### config.mk
export PLATFORM = sky130hd
export DESIGN_NAME = dram_rfsh_timer
export DESIGN_NICKNAME = d
export VERILOG_FILES = /design/src/rtl/dram_rfsh_pkg.sv /design/src/rtl/rfsh_interval_timer.sv /design/src/rtl/rfsh_req_arbiter.sv /design/src/rtl/rfsh_pulse_seq.sv /design/src/rtl/dram_rfsh_timer.sv
export SDC_FILE = /design/constraint.sdc
export NUM_CORES = 1
export LEC_CHECK = 0
export ABC_CLOCK_PERIOD_IN_PS = 4000
export BUFFER_PORTS_ARGS = -buffer_cell sky130_fd_sc_hd__buf_2
export CORE_AREA = 2 2 60 73
export DETAILED_ROUTE_END_ITERATION = 8
export DIE_AREA = 0 0 62 75
export PLACE_DENSITY = 0.77
export SLEW_MARGIN = 25
export SYNTH_ARGS = -nofsm -noshare
export SYNTH_HDL_FRONTEND = slang
export SYNTH_SLANG_ARGS = --single-unit
### constraint.sdc
create_clock -name clk -period 4 [get_ports clk]
set_input_delay 1 -clock clk [delete_from_list [all_inputs] [get_ports clk]]
set_output_delay 1 -clock clk [all_outputs]
set_load 0.02 [all_outputs]
### src/rtl/dram_rfsh_pkg.sv
package dram_rfsh_pkg;

  typedef enum logic [1:0] {
    LEN_8 = 2'b00,
    LEN_6 = 2'b01,
    LEN_5 = 2'b10,
    LEN_4 = 2'b11
  } rfsh_len_e;

  // Refresh cycle length in bus clocks for a given code.
  function automatic logic [3:0] rfsh_len(input logic [1:0] code);
    case (rfsh_len_e'(code))
      LEN_8:   rfsh_len = 4'd8;
      LEN_6:   rfsh_len = 4'd6;
      LEN_5:   rfsh_len = 4'd5;
      default: rfsh_len = 4'd4;
    endcase
  endfunction

endpackage

### src/rtl/rfsh_interval_timer.sv
module rfsh_interval_timer #(
  parameter int CNT_W    = 8,
  parameter int PRESCALE = 4
) (
  input  logic             clk,
  input  logic             rst,
  input  logic             tick_i,
  input  logic             en_i,
  input  logic [CNT_W-1:0] count_i,
  output logic             due_o
);
  localparam int PRE_W = (PRESCALE > 2) ? $clog2(PRESCALE) : 1;
  localparam logic [PRE_W-1:0] PRE_LAST = PRE_W'(PRESCALE - 1);

  logic [CNT_W-1:0] cnt_q;
  logic             en_q;
  logic [PRE_W-1:0] pre_q;
  logic [CNT_W-1:0] ivl_q;
  logic             restart;
  logic             wrap;

  assign restart = (count_i != cnt_q) | (en_i & ~en_q);
  assign wrap    = tick_i & (pre_q == PRE_LAST);
  assign due_o   = en_i & ~restart & wrap & (ivl_q == '0);

  always_ff @(posedge clk) begin
    if (rst) begin
      cnt_q <= '0;
      en_q  <= 1'b0;
      pre_q <= '0;
      ivl_q <= '0;
    end else begin
      cnt_q <= count_i;
      en_q  <= en_i;
      if (restart || !en_i) begin
        pre_q <= '0;
        ivl_q <= count_i;
      end else if (tick_i) begin
        if (wrap) begin
          pre_q <= '0;
          ivl_q <= (ivl_q == '0) ? count_i : ivl_q - CNT_W'(1);
        end else begin
          pre_q <= pre_q + PRE_W'(1);
        end
      end
    end
  end


  ivl_in_range_chk: assert property (@(posedge clk) disable iff (rst)
    en_q |-> (ivl_q <= cnt_q));


  restart_reload_chk: assert property (@(posedge clk) disable iff (rst)
    (en_i && count_i != cnt_q) |=> (ivl_q == $past(count_i) && pre_q == '0));

endmodule

### src/rtl/rfsh_req_arbiter.sv
module rfsh_req_arbiter (
  input  logic clk,
  input  logic rst,
  input  logic en_i,
  input  logic due_i,
  input  logic grant_i,
  input  logic seq_idle_i,
  output logic req_o,
  output logic start_o
);
  logic req_q;

  assign start_o = req_q & grant_i & seq_idle_i;
  assign req_o   = req_q;

  always_ff @(posedge clk) begin
    if (rst) req_q <= 1'b0;
    else     req_q <= en_i & (due_i | (req_q & ~start_o));
  end


  no_req_when_off_chk: assert property (@(posedge clk) disable iff (rst)
    !en_i |=> !req_o);


  single_service_chk: assert property (@(posedge clk) disable iff (rst)
    (start_o && !due_i) |=> !req_o);


  hold_until_grant_chk: assert property (@(posedge clk) disable iff (rst)
    (req_o && en_i && !start_o) |=> req_o);

endmodule

### src/rtl/rfsh_pulse_seq.sv
module rfsh_pulse_seq
  import dram_rfsh_pkg::*;
#(
  parameter int NUM_BANKS = 5,
  parameter int LEN_W     = 4
) (
  input  logic                 clk,
  input  logic                 rst,
  input  logic                 start_i,
  input  logic [1:0]           len_code_i,
  input  logic [NUM_BANKS-1:0] bank_sel_i,
  output logic                 idle_o,
  output logic                 busy_o,
  output logic [NUM_BANKS-1:0] ras_n_o,
  output logic [NUM_BANKS-1:0] cas_n_o
);
  logic                 active_q;
  logic [LEN_W-1:0]     k_q;
  logic [LEN_W-1:0]     len_q;
  logic [NUM_BANKS-1:0] mask_q;
  logic                 busy_q;

  logic                 nxt_active;
  logic [LEN_W-1:0]     nxt_k;
  logic [LEN_W-1:0]     len_now;
  logic [NUM_BANKS-1:0] mask_now;
  logic                 cas_on;
  logic                 ras_on;

  always_comb begin
    len_now    = start_i ? LEN_W'(rfsh_len(len_code_i)) : len_q;
    mask_now   = start_i ? bank_sel_i : mask_q;
    nxt_active = active_q;
    nxt_k      = k_q;
    if (start_i) begin
      nxt_active = 1'b1;
      nxt_k      = '0;
    end else if (active_q) begin
      if (k_q == len_q - LEN_W'(1)) begin
        nxt_active = 1'b0;
        nxt_k      = '0;
      end else begin
        nxt_k = k_q + LEN_W'(1);
      end
    end
    cas_on = nxt_active && (nxt_k <= len_now - LEN_W'(2));
    ras_on = nxt_active && (nxt_k != '0) && (nxt_k <= len_now - LEN_W'(2));
  end

  always_ff @(posedge clk) begin
    if (rst) begin
      active_q <= 1'b0;
      k_q      <= '0;
      len_q    <= LEN_W'(8);
      mask_q   <= '0;
      busy_q   <= 1'b0;
    end else begin
      active_q <= nxt_active;
      k_q      <= nxt_k;
      len_q    <= len_now;
      mask_q   <= mask_now;
      busy_q   <= nxt_active;
    end
  end

  for (genvar b = 0; b < NUM_BANKS; b++) begin : g_bank
    logic ras_r;
    logic cas_r;
    always_ff @(posedge clk) begin
      if (rst) begin
        ras_r <= 1'b1;
        cas_r <= 1'b1;
      end else begin
        ras_r <= ~(ras_on & mask_now[b]);
        cas_r <= ~(cas_on & mask_now[b]);
      end
    end
    assign ras_n_o[b] = ras_r;
    assign cas_n_o[b] = cas_r;
  end

  assign idle_o = ~active_q;
  assign busy_o = busy_q;


  cbr_order_chk: assert property (@(posedge clk) disable iff (rst)
    ((~ras_n_o) & cas_n_o) == '0);


  ras_high_first_chk: assert property (@(posedge clk) disable iff (rst)
    $rose(busy_o) |-> (&ras_n_o));


  bank_mask_chk: assert property (@(posedge clk) disable iff (rst)
    (((~cas_n_o) | (~ras_n_o)) & ~mask_q) == '0);


  grant_starts_chk: assert property (@(posedge clk) disable iff (rst)
    start_i |=> busy_o);


  phase_bound_chk: assert property (@(posedge clk) disable iff (rst)
    active_q |-> (k_q < len_q));

endmodule

### src/rtl/dram_rfsh_timer.sv
module dram_rfsh_timer
  import dram_rfsh_pkg::*;
#(
  parameter int NUM_BANKS = 5,
  parameter int CNT_W     = 8,
  parameter int PRESCALE  = 4
) (
  input  logic                   clk,
  input  logic                   rst,
  input  logic                   ref_tick,
  input  logic [CNT_W+2:0]       rfsh_cfg,
  input  logic [NUM_BANKS-1:0]   dram_sel,
  input  logic                   grant,
  output logic                   refresh_req,
  output logic [NUM_BANKS-1:0]   ras_n,
  output logic [NUM_BANKS-1:0]   cas_n,
  output logic                   refresh_busy
);
  localparam int CFG_W   = CNT_W + 3;
  localparam int EN_BIT  = 2;
  localparam int CNT_LSB = 3;

  logic [CNT_W-1:0] cfg_count;
  logic             cfg_en;
  logic [1:0]       cfg_len;
  logic             due;
  logic             start;
  logic             seq_idle;

  assign cfg_count = rfsh_cfg[CFG_W-1:CNT_LSB];
  assign cfg_en    = rfsh_cfg[EN_BIT];
  assign cfg_len   = rfsh_cfg[1:0];

  rfsh_interval_timer #(
    .CNT_W   (CNT_W),
    .PRESCALE(PRESCALE)
  ) timer_i (
    .clk    (clk),
    .rst    (rst),
    .tick_i (ref_tick),
    .en_i   (cfg_en),
    .count_i(cfg_count),
    .due_o  (due)
  );

  rfsh_req_arbiter arb_i (
    .clk       (clk),
    .rst       (rst),
    .en_i      (cfg_en),
    .due_i     (due),
    .grant_i   (grant),
    .seq_idle_i(seq_idle),
    .req_o     (refresh_req),
    .start_o   (start)
  );

  rfsh_pulse_seq #(
    .NUM_BANKS(NUM_BANKS),
    .LEN_W    (4)
  ) seq_i (
    .clk       (clk),
    .rst       (rst),
    .start_i   (start),
    .len_code_i(cfg_len),
    .bank_sel_i(dram_sel),
    .idle_o    (seq_idle),
    .busy_o    (refresh_busy),
    .ras_n_o   (ras_n),
    .cas_n_o   (cas_n)
  );


  req_drops_on_start_chk: assert property (@(posedge clk) disable iff (rst)
    (refresh_req && grant && !refresh_busy && seq_idle && !due) |=> (!refresh_req && refresh_busy));

endmodule

==> metrics.txt <==
run status completed; Worst Hold Endpoint timer_i.ivl_q[1]; DRC errors left 0; Clock Root Buffer sky130_fd_sc_hd__clkbuf_8; worst slew margin relative to its limit 0.5447; # clock sinks 44; cts bufs inserted 5; crit end category flip-flop; global placement routability congestion 0.8252; initial antenna violation count 0; clock network fraction of design power 0.403; number of nets in the layout roughly 290; Seq/Total Area, Yosys 0.4103; TritonCTS clock tree built; Slowest Stage Delay on Critical Path about 0.54 ns; boundary pin count 32; logic gate share of total power 0.061; sequential cell area 880.8 µm²; PwrDens between 300 and 400 nW/µm²; start point of the worst hold path timer_i.ivl_q[1]; Worst Reg-to-Reg Cells 12; Yosys cell types 40; count of routing violations after the opening detailed-route iteration 87; final setup vio count 0; setup clock skew after layout slightly above 0.004 ns; async set-or-reset flop fraction in the synthesized netlist 0; overall die area roughly 4700 µm²; register-to-register setup slack approximately 0.97 ns; detailed-route wire length 3662 µm; number of synthesized flops with an enable pin 0; WP data arrival ~3.3 ns; leakage power 0.001053 µW; Top Family by Delay on Critical Path compound AO/OA/AOI/OAI gates; net count after synthesis between 200 and 300; overall global routing resource usage 0.1796; post-synthesis instance area 2147 µm²; via density per instance 5.026; GRT overflow 0; Syn. warnings 0; Multi-input gate area 1109 µm²; Rows 25; maximum number of pins on one net before global-route repair 34; Post-CTS Setup Inserts 0; count of endpoints failing hold in the final timing report 0; hold buffers post-CTS 0; Primary FF master, synth sky130_fd_sc_hd__dfxtp_1; number of global-route vias before repair 1,471; overall power around 840 µW; cell count after synthesis between 200 and 250; vertical die dimension between 70 and 80 µm; worst hold path depth 2; CP cell instances buf_2 > nand3b_1 > nor3b_1 > a21oi_1 > ha_1 > ha_1 > o21a_1 > o21ai_0 > nand2b_1 > a21oi_1 > nand3_1; min-delay worst type reg2reg; switching power ~180 µW; post-route worst hold slack around 0.47 ns; sort of element at the start of the critical path input port; Seq cells post-synth 44; iteration count of the initial detailed-routing pass 4; critical-path maximum fanout 10; register clock-pin slew on the reported worst setup and hold paths around 0.08 ns; Final Slew Violations 0; Setup TNS 0 ns; fmax 322.0 MHz; Bufs and invs on worst path 1; routed len/inst 11.77 µm; R2R Path End seq_i.g_bank[2].ras_r; min cycle time layout slightly above 3 ns; CP max stage cell sky130_fd_sc_hd__a21oi_1; antenna diode count 0; Longest Clk Path Bufs 2; cell-internal power between 600 and 700 µW; WS Path Type in2reg; Final Cycle Share 0.7765; unrepaired setup endpoints after global routing false; count of max-cap constraint violations 0; Horiz. Die Dim ~62 µm; average size of a mapped cell between 9 and 10 µm²; sequential share of power 0.537; overall via count from detail_route between 1,500 and 2,000; Clk Latency, worst-skew pair between 0.2 and 0.3 ns; number of H-tree levels 2; share of final-layout standard cells stronger than drive strength 1 0.1751; layout overhead on the synthesized area 10.37%; Initial Utilization 0.5491; switching share of total power 0.2191; wire length of the first global-routing pass approximately 6200 µm; maximum resistive drop on vdd between 0.2 and 0.3 mV; layout filler cell count 360; post_cts resized 0; worst flop-to-flop path startpoint seq_i.len_q[0]; pin slew with the least headroom to its limit 0.6829 ns; DP Wirelength between 2000 and 3000 µm; required time at the endpoint of the critical path about 4.2 ns; Buffers on Ports 31; DRT antenna net count 0; area inside the core boundary 3910 µm²
-- layout by cell type, fill, tap and decap left out, types with 8 or more instances in the layout --
| master | netlist | final |
|---|---|---|
| sky130_fd_sc_hd__xor2_1 | 9 | 9 |
| sky130_fd_sc_hd__a21oi_1 | 12 | 12 |
| sky130_fd_sc_hd__buf_2 | 0 | 31 |
| sky130_fd_sc_hd__mux2i_1 | 10 | 10 |
| sky130_fd_sc_hd__nor3_1 | 8 | 8 |
| sky130_fd_sc_hd__inv_1 | 9 | 9 |
| sky130_fd_sc_hd__nand2_1 | 18 | 18 |
| sky130_fd_sc_hd__nor2_1 | 22 | 22 |
| sky130_fd_sc_hd__dfxtp_1 | 44 | 44 |
| sky130_fd_sc_hd__ha_1 | 10 | 10 |
| sky130_fd_sc_hd__o21ai_1 | 9 | 9 |
| sky130_fd_sc_hd__nor2b_1 | 14 | 14 |
-- cell usage after synthesis, drive strengths merged, types with 9 or more instances --
| library cell | count | area [µm²] |
|---|---|---|
| nor3 | 9 | 50.05 |
| nand2 | 18 | 67.56 |
| nor2 | 22 | 82.58 |
| nor2b | 14 | 87.58 |
| o21ai | 12 | 60.05 |
| xor2 | 9 | 78.83 |
| mux2i | 10 | 100.1 |
| buf | 13 | 105.1 |
| a21oi | 12 | 60.06 |
| inv | 9 | 33.78 |
| dfxtp | 44 | 880.8 |
| ha | 10 | 125.1 |
-- cell families after synthesis --
family,synth area share
buf+inv,0.07343
xor+xnor,0.06760
compound gates,0.08450
flops,0.4103
fa+ha+maj,0.05828
mux,0.06236
simple gates,0.2436
-- routing by layer --
| metal | vias to the layer above | global-route usage | routed length, µm |
|---|---|---|---|
| met4 | 0 | 0.06383 | 47 |
| met5 | - | 0 | 0 |
| met2 | 22 | 0.3044 | 1861 |
| li1 | 833 | - | - |
| met1 | 703 | 0.2148 | 1626 |
| met3 | 5 | 0.04811 | 126 |
-- how the worst max path moves through the flow --
stage / end / slack, ns / start / cells after the start
after floorplan: seq_i.g_bank[1].ras_r / 0.68 / grant / 11
after global placement: seq_i.g_bank[3].ras_r / 0.64 / grant / 11
after detailed placement: seq_i.g_bank[2].ras_r / 0.57 / grant / 11
after CTS: seq_i.g_bank[2].ras_r / 0.88 / grant / 11
after global routing: seq_i.g_bank[3].ras_r / 0.49 / grant / 11
final: seq_i.g_bank[2].ras_r / 0.89 / grant / 11
-- sequential cells by signal, summed over array words and instances (netlist names) --
register,count
timer_i.pre_q,2
seq_i.len_q,4
seq_i.mask_q,5
seq_i.k_q,4
arb_i.req_o,1
timer_i.cnt_q,8
seq_i.active_q,1
seq_i.g_bank.cas_r,5
timer_i.en_q,1
timer_i.ivl_q,8
seq_i.g_bank.ras_r,5
-- cell type report --
cell class | count | share of cell area
Tap cell | 54 | 0.02851
Sequential cell | 44 | 0.3717
Clock buffer | 5 | 0.02904
Timing Repair Buffer | 32 | 0.06864
Inverter | 9 | 0.01426
Multi-Input combinational cell | 164 | 0.4678
Clock inverter | 3 | 0.02006
-- worst reg2reg max path, stage by stage (launching register included) --
cell and delay (ns):
sky130_fd_sc_hd__dfxtp_1 0.39, sky130_fd_sc_hd__inv_1 0.06, sky130_fd_sc_hd__ha_1 0.30, sky130_fd_sc_hd__xnor2_1 0.14
sky130_fd_sc_hd__nor3_2 0.33, sky130_fd_sc_hd__o21ai_1 0.18, sky130_fd_sc_hd__ha_1 0.31, sky130_fd_sc_hd__nor2b_1 0.13
sky130_fd_sc_hd__o21a_1 0.15, sky130_fd_sc_hd__o21ai_0 0.14, sky130_fd_sc_hd__nand2b_1 0.07, sky130_fd_sc_hd__a21oi_1 0.54
sky130_fd_sc_hd__nand3_1 0.14
-- power groups by stage --
stage,Clock (µW),Sequential [µW],Combinational [µW]
3_3_place_gp,0,463,50.6
4_1_cts,352,453,51.7
6_report,340,453,51.1
5_1_grt,369,454,58.3
2_1_floorplan,0,462,33.7
3_5_place_dp,0,463,51.4
-- metrics by stage --
stage               cells  cell area [µm²]    util  worst slack [ns]
global route          311             2370  0.6061            0.4876
global placement      303             2253  0.5763            0.6399
floorplan             235             2147       -            0.6766
finish                311             2370  0.6061            0.8942
detailed placement    303             2253  0.5763            0.5738
CTS                   311             2370  0.6061            0.8828
No activity file was read; power rests on OpenSTA's default activity.
